===== config.mk =====
export PLATFORM = sky130hd
export DESIGN_NAME = spec_ram_sel
export DESIGN_NICKNAME = d
export VERILOG_FILES = /design/src/rtl/spec_ram_sel.sv
export SDC_FILE = /design/constraint.sdc
export NUM_CORES = 1
export LEC_CHECK = 0
export BUFFER_PORTS_ARGS = -buffer_cell sky130_fd_sc_hd__buf_2
export CORE_MARGIN = 2
export CORE_UTILIZATION = 40
export DETAILED_ROUTE_END_ITERATION = 12
export PLACE_DENSITY_LB_ADDON = 0.05
export SLEW_MARGIN = 10
export SYNTH_ARGS = -nofsm -noshare
export SYNTH_HDL_FRONTEND = slang
export SYNTH_SLANG_ARGS = --single-unit

===== constraint.sdc =====
create_clock -name clk -period 2.8 [get_ports clk]
set_input_delay 0.84 -clock clk [delete_from_list [all_inputs] [get_ports clk]]
set_output_delay 0.84 -clock clk [all_outputs]
set_load 0.01 [all_outputs]

===== src/rtl/spec_ram_sel.sv =====
module spec_ram_sel #(
  parameter int CNT_W = 8
) (
  input  logic             clk,
  input  logic             rst_n,
  input  logic             acc_valid,
  input  logic             acc_seq,
  input  logic             acc_tgt,
  output logic             spm_en,
  output logic             cache_en,
  output logic             acc_ready,
  output logic             replay,
  output logic [CNT_W-1:0] replay_cnt
);
  typedef enum logic [1:0] {ST_IDLE, ST_RPL, ST_FIN} st_t;

  st_t  st, st_nx;
  logic last_tgt;
  logic sel_tgt;
  logic sel_on;

  wire miss = acc_valid && !acc_seq && (acc_tgt != last_tgt);

  always_comb begin
    st_nx = st;
    unique case (st)
      ST_IDLE: if (miss) st_nx = ST_RPL;
      ST_RPL:  st_nx = ST_FIN;
      ST_FIN:  st_nx = ST_IDLE;
      default: st_nx = ST_IDLE;
    endcase
  end

  assign acc_ready = (st == ST_FIN) || (st == ST_IDLE && !miss);
  assign replay    = (st == ST_RPL);
  assign sel_on    = (st == ST_IDLE && acc_valid) || (st == ST_RPL);
  assign sel_tgt   = (st == ST_RPL) ? acc_tgt : last_tgt;
  assign spm_en    = sel_on &&  sel_tgt;
  assign cache_en  = sel_on && !sel_tgt;

  always_ff @(posedge clk) begin
    if (!rst_n) begin
      st         <= ST_IDLE;
      last_tgt   <= 1'b0;
      replay_cnt <= '0;
    end else begin
      st <= st_nx;
      if (st == ST_RPL) begin
        last_tgt   <= acc_tgt;
        replay_cnt <= replay_cnt + 1'b1;
      end
    end
  end
endmodule


==> impl_metrics.toml, run 1 <==
[global_route]
grt_pass1_wl_mm = 1.62
antenna_found_initial = 0
grt_max_degree = 11
track_usage_pct = 16.0
grt_overflow_total = 0
grt_pass1_vias = 351

[critical_path]
worstPathRequired_ps = 1960
critPathMaxFanout = 4
worst_path_most_repeated_cell = "buf_2"
crit_arrival_ps = 1410
cpPeakStageDelay_ps = 150
cp_cell_sequence = "buf_2 > xor2_1 > a31oi_1 > buf_2"
cp-start-kind = "primary input"
worstSetupEndpointType = "output port"
slowest_stage = "xor2_1"
worst-setup-path-type = "in -> out"

[route]
avgViaCountPerCell = 4.93
drtAntennaViolNets = 0
drt-initial-drc-count = 4
routed_wirelength_mm = 1.03
drt_first_pass_iters = 4
avgRoutedWirePerCell_um = 10.9
num_vias = 468
drc = 0

[power]
power_mw = 0.293
ir_worst_vdd_mv = 0.196
leakagePower_nw = 0.274
powerDensity_nw_per_um2 = 461

[timing]
finalMaxSlewViolations = 0
fmax_ghz = 0.445
setup_viol = 0
tns_ps = 0
final_hold_viol_count = 0
min_period_ps = 2250
max_slew_margin_pct = 78.7
rsz0062_at_grt = "false"
fin_skew_ps = 1.02
tightest_slew_ps = 319
period_share_pct = 80.2

[layout]
final_cell_mix = "buf_2, dfxtp_1, a21oi_1"
nets = 87
drive_above_1_share_pct = 26.3
final_common_cell = "buf_2"
antenna_cells = 0
area_delta_synth_final_pct = 19.3
final_area_um2 = 634

[synthesis]
async_reset_ff_share_pct = 0
yosys.area_share.simple_pct = 29.6
synth_edf_count = 0
syn_inst = 62
synth.avg_cell_area_um2 = 8.58
synth-compound-area-share_pct = 13.4
synth_area_um2 = 532
ys_types = 25
synth_flop_cell = "dfxtp_1"
synth_top_area_share_pct = 41.4
yosysSeqAreaShare_pct = 41.4
synth_seq_cells = 11
synth_top_family_by_area = "simple AND/OR/NAND/NOR gates"
synth_area_leader_cell = "dfxtp_1"
synth_mux_area_share_pct = 1.88
synth-xor-area-share_pct = 4.94
syn_nets = 68
synthTopCellsByArea = "dfxtp_1, a21oi_1, nand2_1, buf_6, nor2_1"
ys_warn_count = 0
yosys.area_share.adder_pct = 2.35

[hold_path]
min_path_type = "reg -> reg"

[place]
gp_congestion = 0.715
portBuffers = 16
placed_area_um2 = 608
dp_hpwl_um = 733

[cts]
ctsHoldBuffers = 0
cts_root_buffer = "clkbuf_4"
clk_latency_ps = 270
postCtsSetupRepairBufs = 0
htreeDepth = 1
clock_sinks = 11
cts_tree = "done"
path_clk_slew_ps = 70
cts_buffer_depth = 2
cts-resized-gates = 0
numCtsBuffers = 3

[die]
num_rows = 13
fp.coreArea_um2 = 1270
die_y_um = 40.5
die_area_um2 = 1640
die_w_um = 40.5
io-pin-count = 17
initial_core_util_pct = 41.9

[flow_run]
maxCapViolCount = 0

[status]
status = "completed"
==> sequential cells by signal, indices dropped and copies added (netlist names) <==
register,cells
st,2
replay_cnt,8
last_tgt,1
==> worst paths after layout <==
check,startpoint,to,slack (ps),depth (start not counted)
setup / recovery,acc_tgt,acc_ready,550,4
hold / removal,replay_cnt[7],replay_cnt[7],490,2
setup reg to reg,st[0],replay_cnt[7],1430,3
hold reg to reg,replay_cnt[7],replay_cnt[7],490,2
==> metrics by stage <==
step / hold WS [ps] / setup slack (ps) / cells / util, %
finish: 489 / 554 / 95 / 50.0
global route: 498 / 488 / 95 / 50.0
CTS: 489 / 553 / 95 / 50.0
detailed placement: 478 / 553 / 91 / 47.9
global placement: 469 / 550 / 91 / 47.9
floorplan: 473 / 713 / 62 / -
==> layer usage <==
metal	routed length, um	up-vias	track usage [%]
met5	0	-	0
met4	17	0	5.00
met3	60	3	10.0
met2	452	9	21.4
met1	501	203	20.7
li1	-	253	-
==> Yosys cell counts, types with 2 or more instances <==
cell type / number
dfxtp_1: 11
a21oi_1: 8
nand2_1: 7
nor2_1: 5
nand3_1: 3
buf_6: 2
inv_1: 2
nand3b_1: 2
nand4_1: 2
o21ai_0: 2
o31ai_1: 2
or4_1: 2
xor2_1: 2
==> power breakdown <==
part | switching (mW) | total (mW) | leakage [nW] | internal (mW)
Clock | 0.0549 | 0.110 | 0.0150 | 0.0553
Sequential | 0.00265 | 0.161 | 0.0888 | 0.158
Combinational | 0.0124 | 0.0218 | 0.170 | 0.00944
Total | 0.0699 | 0.293 | 0.274 | 0.223
==> worst max-delay path: cells and delay by family <==
kind,cells,cell delay [ps]
XOR/XNOR,1,150
buffers and inverters,2,270
AO/OA/AOI/OAI,1,150
==> area by class of cell <==
class | count | area (um2)
timing repair buffer | 16 | 80.1
clock buffer | 4 | 26.3
sequential | 11 | 220
tap | 15 | 18.8
multi-input combinational | 46 | 278
inverter | 3 | 11.3
fill | 136 | 634
==> logic make-up (layout without fill, tap and decap cells) <==
group	Yosys count	after routing
buf+inv	5	23
compound gates	13	13
xor+xnor	3	3
flops	11	11
mux	1	1
fa+ha+maj	1	1
simple gates	28	28
(Power assumes the default switching activity.)
==> inputs of run 2 (changes only) <==
--- a/config.mk
+++ b/config.mk
@@ -5,10 +5,11 @@
 export SDC_FILE = /design/constraint.sdc
 export NUM_CORES = 1
 export LEC_CHECK = 0
+export ABC_AREA = 1
 export BUFFER_PORTS_ARGS = -buffer_cell sky130_fd_sc_hd__buf_2
-export CORE_MARGIN = 2
-export CORE_UTILIZATION = 40
+export CORE_AREA = 2 2 39 41
 export DETAILED_ROUTE_END_ITERATION = 12
+export DIE_AREA = 0 0 41 43
 export PLACE_DENSITY_LB_ADDON = 0.05
 export SLEW_MARGIN = 10
 export SYNTH_ARGS = -nofsm -noshare
==> constraint.sdc (replaced) <==
create_clock -name clk -period 2.05 [get_ports clk]
set_input_delay 0.615 -clock clk [delete_from_list [all_inputs] [get_ports clk]]
set_output_delay 0.615 -clock clk [all_outputs]
set_load 0.01 [all_outputs]
==> impl_metrics.toml, run 2 <==
[status]
status = "completed"

[synthesis]
synth_area_um2 = 507
async_reset_ff_share_pct = 0
syn_nets = 81
ys_warn_count = 0
synth.avg_cell_area_um2 = 6.76
yosysMostFrequentCell = "nor2_1"
yosysSeqAreaShare_pct = 43.5
ys_types = 13
synth_area_leader_cell = "dfxtp_1"
syn_inst = 75
synth_flop_cell = "dfxtp_1"
synth_seq_cells = 11
synth_common_cells = "nor2_1, nand2_1, dfxtp_1"
synth_top_area_share_pct = 43.5
synth_edf_count = 0
synthTopCellsByArea = "dfxtp_1, nor2_1, nand2_1, inv_1, nand3_1"

[place]
gp_congestion = 0.691
dp_hpwl_um = 809
portBuffers = 16

[route]
drt-initial-drc-count = 3
routed_wirelength_mm = 1.07
drtAntennaViolNets = 0
avgViaCountPerCell = 4.58
avgRoutedWirePerCell_um = 9.62
drc = 0
num_vias = 508
drt_first_pass_iters = 2

[timing]
fmax_ghz = 0.527
tightest_slew_ps = 244
fin_skew_ps = 3.66
period_share_pct = 92.6
hold_slack_ps = 521
min_period_ps = 1900
setup_viol = 0
finalMaxSlewViolations = 0
final_hold_viol_count = 0
tns_ps = 0
rsz0062_at_grt = "false"
max_slew_margin_pct = 83.6

[power]
p_int_mw = 0.306
power_frac_seq_pct = 54.4
powerDensity_nw_per_um2 = 636
swShare_pct = 24.4
clkPwrFrac_pct = 37.1
p_comb_share_pct = 8.4
ir_worst_vdd_mv = 0.296
switchingPower_mw = 0.0986
leakagePower_nw = 0.321

[layout]
antenna_cells = 0
final_common_cell = "nor2_1"
area_delta_synth_final_pct = 25.4
nets = 102
top_register = "replay_cnt"
drive_above_1_share_pct = 22.1
reg_top3 = "replay_cnt x8, st x2, last_tgt x1"
largest_register_ffs = 8
final_cell_mix = "nor2_1, nand2_1, buf_2"

[cts]
numCtsBuffers = 3
path_clk_slew_ps = 70
clock_sinks = 11
postCtsSetupRepairBufs = 0
clk_latency_ps = 270
cts_buffer_depth = 2
cts_tree = "done"
htreeDepth = 1
cts_root_buffer = "clkbuf_4"

[critical_path]
cp-startpoint = "st[1]"
crit_end = "cache_en"
cp-start-kind = "flop"
crit_arrival_ps = 1280
worstSetupEndpointType = "output port"
worst-setup-path-type = "reg -> out"
worstPathRequired_ps = 1430
worst-r2r-setup-slack_ps = 830
r2r-start = "replay_cnt[0]"
worstRegToRegCells = 6
critPathMaxFanout = 7
r2r-end = "replay_cnt[6]"

[die]
die_area_um2 = 1760
io-pin-count = 17
num_rows = 14
die_w_um = 41
fp.coreArea_um2 = 1380
initial_core_util_pct = 36.6
die_y_um = 43

[global_route]
grt_pass1_wl_mm = 1.61
grt_overflow_total = 0
antenna_found_initial = 0
track_usage_pct = 14.2
grt_pass1_vias = 377
grt_max_degree = 8

[hold_path]
min_path_type = "reg -> reg"
hold_depth = 2

[flow_run]
maxCapViolCount = 0
## run 2: power groups by stage
stage	combinational (mW)	sequential, mW	clock (mW)
floorplan	0.0193	0.225	0
global placement	0.0340	0.225	0
detailed placement	0.0341	0.225	0
CTS	0.0344	0.220	0.156
global route	0.0390	0.221	0.170
finish	0.0341	0.220	0.150
## run 2: final cells by class
cell class	instances	area [um2]
fill	155	748
multi-input combinational	56	259
sequential	11	220
timing repair buffer	16	80.1
inverter	8	30.0
clock buffer	4	26.3
tap	16	20.0
## run 2: logic make-up (layout without fill, tap and decap cells)
group	Yosys count	count (layout)	synth area share, %
AND/OR/NAND/NOR	47	47	38.8
AO/OA/AOI/OAI	6	6	5.92
buffers and inverters	8	28	5.93
flip-flops	11	11	43.5
XOR/XNOR	2	2	3.46
adder cells (fa/ha/maj)	1	1	2.47
## run 2: repair_timing
action                     4_1_cts  5_1_grt
setup endpoints to repair        0        2
hold buffers                     0        0
resized for setup                0        1
## run 2: critical path, cell delays in order, from the launching register on
cell,delay [ps]
dfxtp_1,390
inv_1,110
nand2_2,150
nand2_1,90
a21oi_1,140
buf_2,140
## run 2: worst min path at each step
stage / startpoint / endpoint
after detailed placement: replay_cnt[7] / replay_cnt[7]
after global placement: replay_cnt[7] / replay_cnt[7]
after floorplan: last_tgt / st[0]
after global routing: replay_cnt[1] / replay_cnt[1]
final: replay_cnt[7] / replay_cnt[7]
after CTS: replay_cnt[1] / replay_cnt[1]
## run 2: through the flow
| step | cell area, um2 | worst slack [ps] | power (mW) | std cells | utilization, % |
|---|---|---|---|---|---|
| floorplan | 507 | 446 | 0.245 | 75 | - |
| global placement | 607 | 277 | 0.259 | 107 | 43.9 |
| detailed placement | 607 | 260 | 0.259 | 107 | 43.9 |
| CTS | 633 | 47.1 | 0.410 | 111 | 45.8 |
| global route | 636 | 21.6 | 0.430 | 111 | 45.9 |
| finish | 636 | 152 | 0.404 | 111 | 45.9 |
## run 2: per-layer routing
| layer | wire length [um] | track usage [%] | up-vias |
|---|---|---|---|
| met1 | 500 | 16.4 | 215 |
| met5 | 0 | 0 | - |
| li1 | - | - | 277 |
| met2 | 490 | 20.6 | 14 |
| met4 | 12 | 10.0 | 0 |
| met3 | 63 | 4.71 | 2 |
==> inputs of run 3 (changes only) <==
--- a/config.mk
+++ b/config.mk
@@ -10,7 +10,7 @@
 export CORE_AREA = 2 2 39 41
 export DETAILED_ROUTE_END_ITERATION = 12
 export DIE_AREA = 0 0 41 43
-export PLACE_DENSITY_LB_ADDON = 0.05
+export PLACE_DENSITY_LB_ADDON = 0.3
 export SLEW_MARGIN = 10
 export SYNTH_ARGS = -nofsm -noshare
 export SYNTH_HDL_FRONTEND = slang
==> impl_metrics.toml, run 3 (synthesis results as in run 2) <==
[hold_path]
min_path_type = "reg -> reg"
worstHoldEndpoint = "replay_cnt[7]"
hold_depth = 2
min_from = "replay_cnt[7]"

[cts]
clock_sinks = 11
path_clk_slew_ps = 70
cts-resized-gates = 0
cts_buffer_depth = 2
ctsHoldBuffers = 0
numCtsBuffers = 3
postCtsSetupRepairBufs = 0
htreeDepth = 1
clk_latency_ps = 270
cts_root_buffer = "clkbuf_4"
cts_tree = "done"

[layout]
final_common_cell = "nor2_1"
final_cell_mix = "nor2_1, nand2_1, buf_2"
area_delta_synth_final_pct = 26.7
top_register = "replay_cnt"
largest_register_ffs = 8
nets = 102
finalNonFillerCells = 111
drive_above_1_share_pct = 23.2
final_util_pct = 46.4
final_area_um2 = 642
antenna_cells = 0
fillers = 143
multiInputGateArea_um2 = 264
layout.area.seq_um2 = 220
reg_top3 = "replay_cnt x8, st x2, last_tgt x1"

[place]
pre_cts_ws_ps = 263
dp_hpwl_um = 815
placed_area_um2 = 607
placedCellCount = 107
gp_congestion = 0.712
portBuffers = 16

[timing]
tightest_slew_ps = 241
final_hold_viol_count = 0
finalMaxSlewViolations = 0
min_period_ps = 1950
fin_skew_ps = 4.16
period_share_pct = 94.9
finalWorstSetupSlack_ps = 105
setup_viol = 0
fmax_ghz = 0.514
max_slew_margin_pct = 83.7

[critical_path]
r2r-end = "replay_cnt[6]"
worst-r2r-setup-slack_ps = 830
cp-start-kind = "flop"
crit_arrival_ps = 1330
worst-setup-path-type = "reg -> out"
critPathMaxFanout = 5
worstRegToRegCells = 6
worstPathRequired_ps = 1430
worstSetupEndpointType = "output port"
r2r-start = "replay_cnt[0]"

[die]
num_rows = 14
die_area_um2 = 1760
die_w_um = 41
io-pin-count = 17
fp.coreArea_um2 = 1380
initial_core_util_pct = 36.6
die_y_um = 43

[power]
ir_worst_vdd_mv = 0.316
powerDensity_nw_per_um2 = 626
leakagePower_nw = 0.325

[global_route]
track_usage_pct = 14.3
grt_overflow_total = 0
grt_pass1_vias = 402
grt_pass1_wl_mm = 1.65
grt_max_degree = 8
antenna_found_initial = 0

[route]
drt-initial-drc-count = 6
avgViaCountPerCell = 4.71
drtAntennaViolNets = 0
avgRoutedWirePerCell_um = 9.76
num_vias = 523
drc = 0
routed_wirelength_mm = 1.08
drt_first_pass_iters = 4

[flow_run]
maxCapViolCount = 0

[status]
status = "completed"
[run 3: area by class of cell]
type | count | area share, %
repair buffers | 16 | 12.5
inverters | 8 | 4.68
clock inverters | 1 | 0.780
flip-flops and latches | 11 | 34.3
well taps | 16 | 3.12
clock buffers | 3 | 3.51
multi-input cells | 56 | 41.1
[run 3: worst max-delay path by stage]
stage | endpoint | from | slack [ps]
6_report | cache_en | st[0] | 100
3_5_place_dp | acc_ready | acc_tgt | 260
5_1_grt | cache_en | st[0] | -0.6
3_3_place_gp | acc_ready | acc_tgt | 280
4_1_cts | cache_en | st[1] | 50
2_1_floorplan | acc_ready | acc_tgt | 450
[run 3: through the flow]
step / hold slack (ps) / total power, mW / TNS (ps)
global placement: 486 / 0.259 / 0
CTS: 523 / 0.407 / 0
detailed placement: 493 / 0.259 / 0
finish: 518 / 0.402 / 0
floorplan: 525 / 0.245 / 0
global route: 534 / 0.428 / -0.600
[run 3: routing by layer]
metal	global-route usage, %	wire length, um	vias up
met3	6.28	77	4
met4	8.00	23	0
met5	0	0	-
li1	-	-	275
met2	19.1	470	19
met1	18.6	512	225
[run 3: report_power, final]
group | switching, mW | internal (mW)
logic | 0.0203 | 0.0140
registers | 0.00351 | 0.217
clock network | 0.0751 | 0.0723
total | 0.0989 | 0.303
[run 3: critical path, stage by stage, from the launching register on]
cell and delay, ps:
dfxtp_1 440, inv_1 120, nor2_4 140, nand2_1 80, a21oi_1 130, buf_2 140
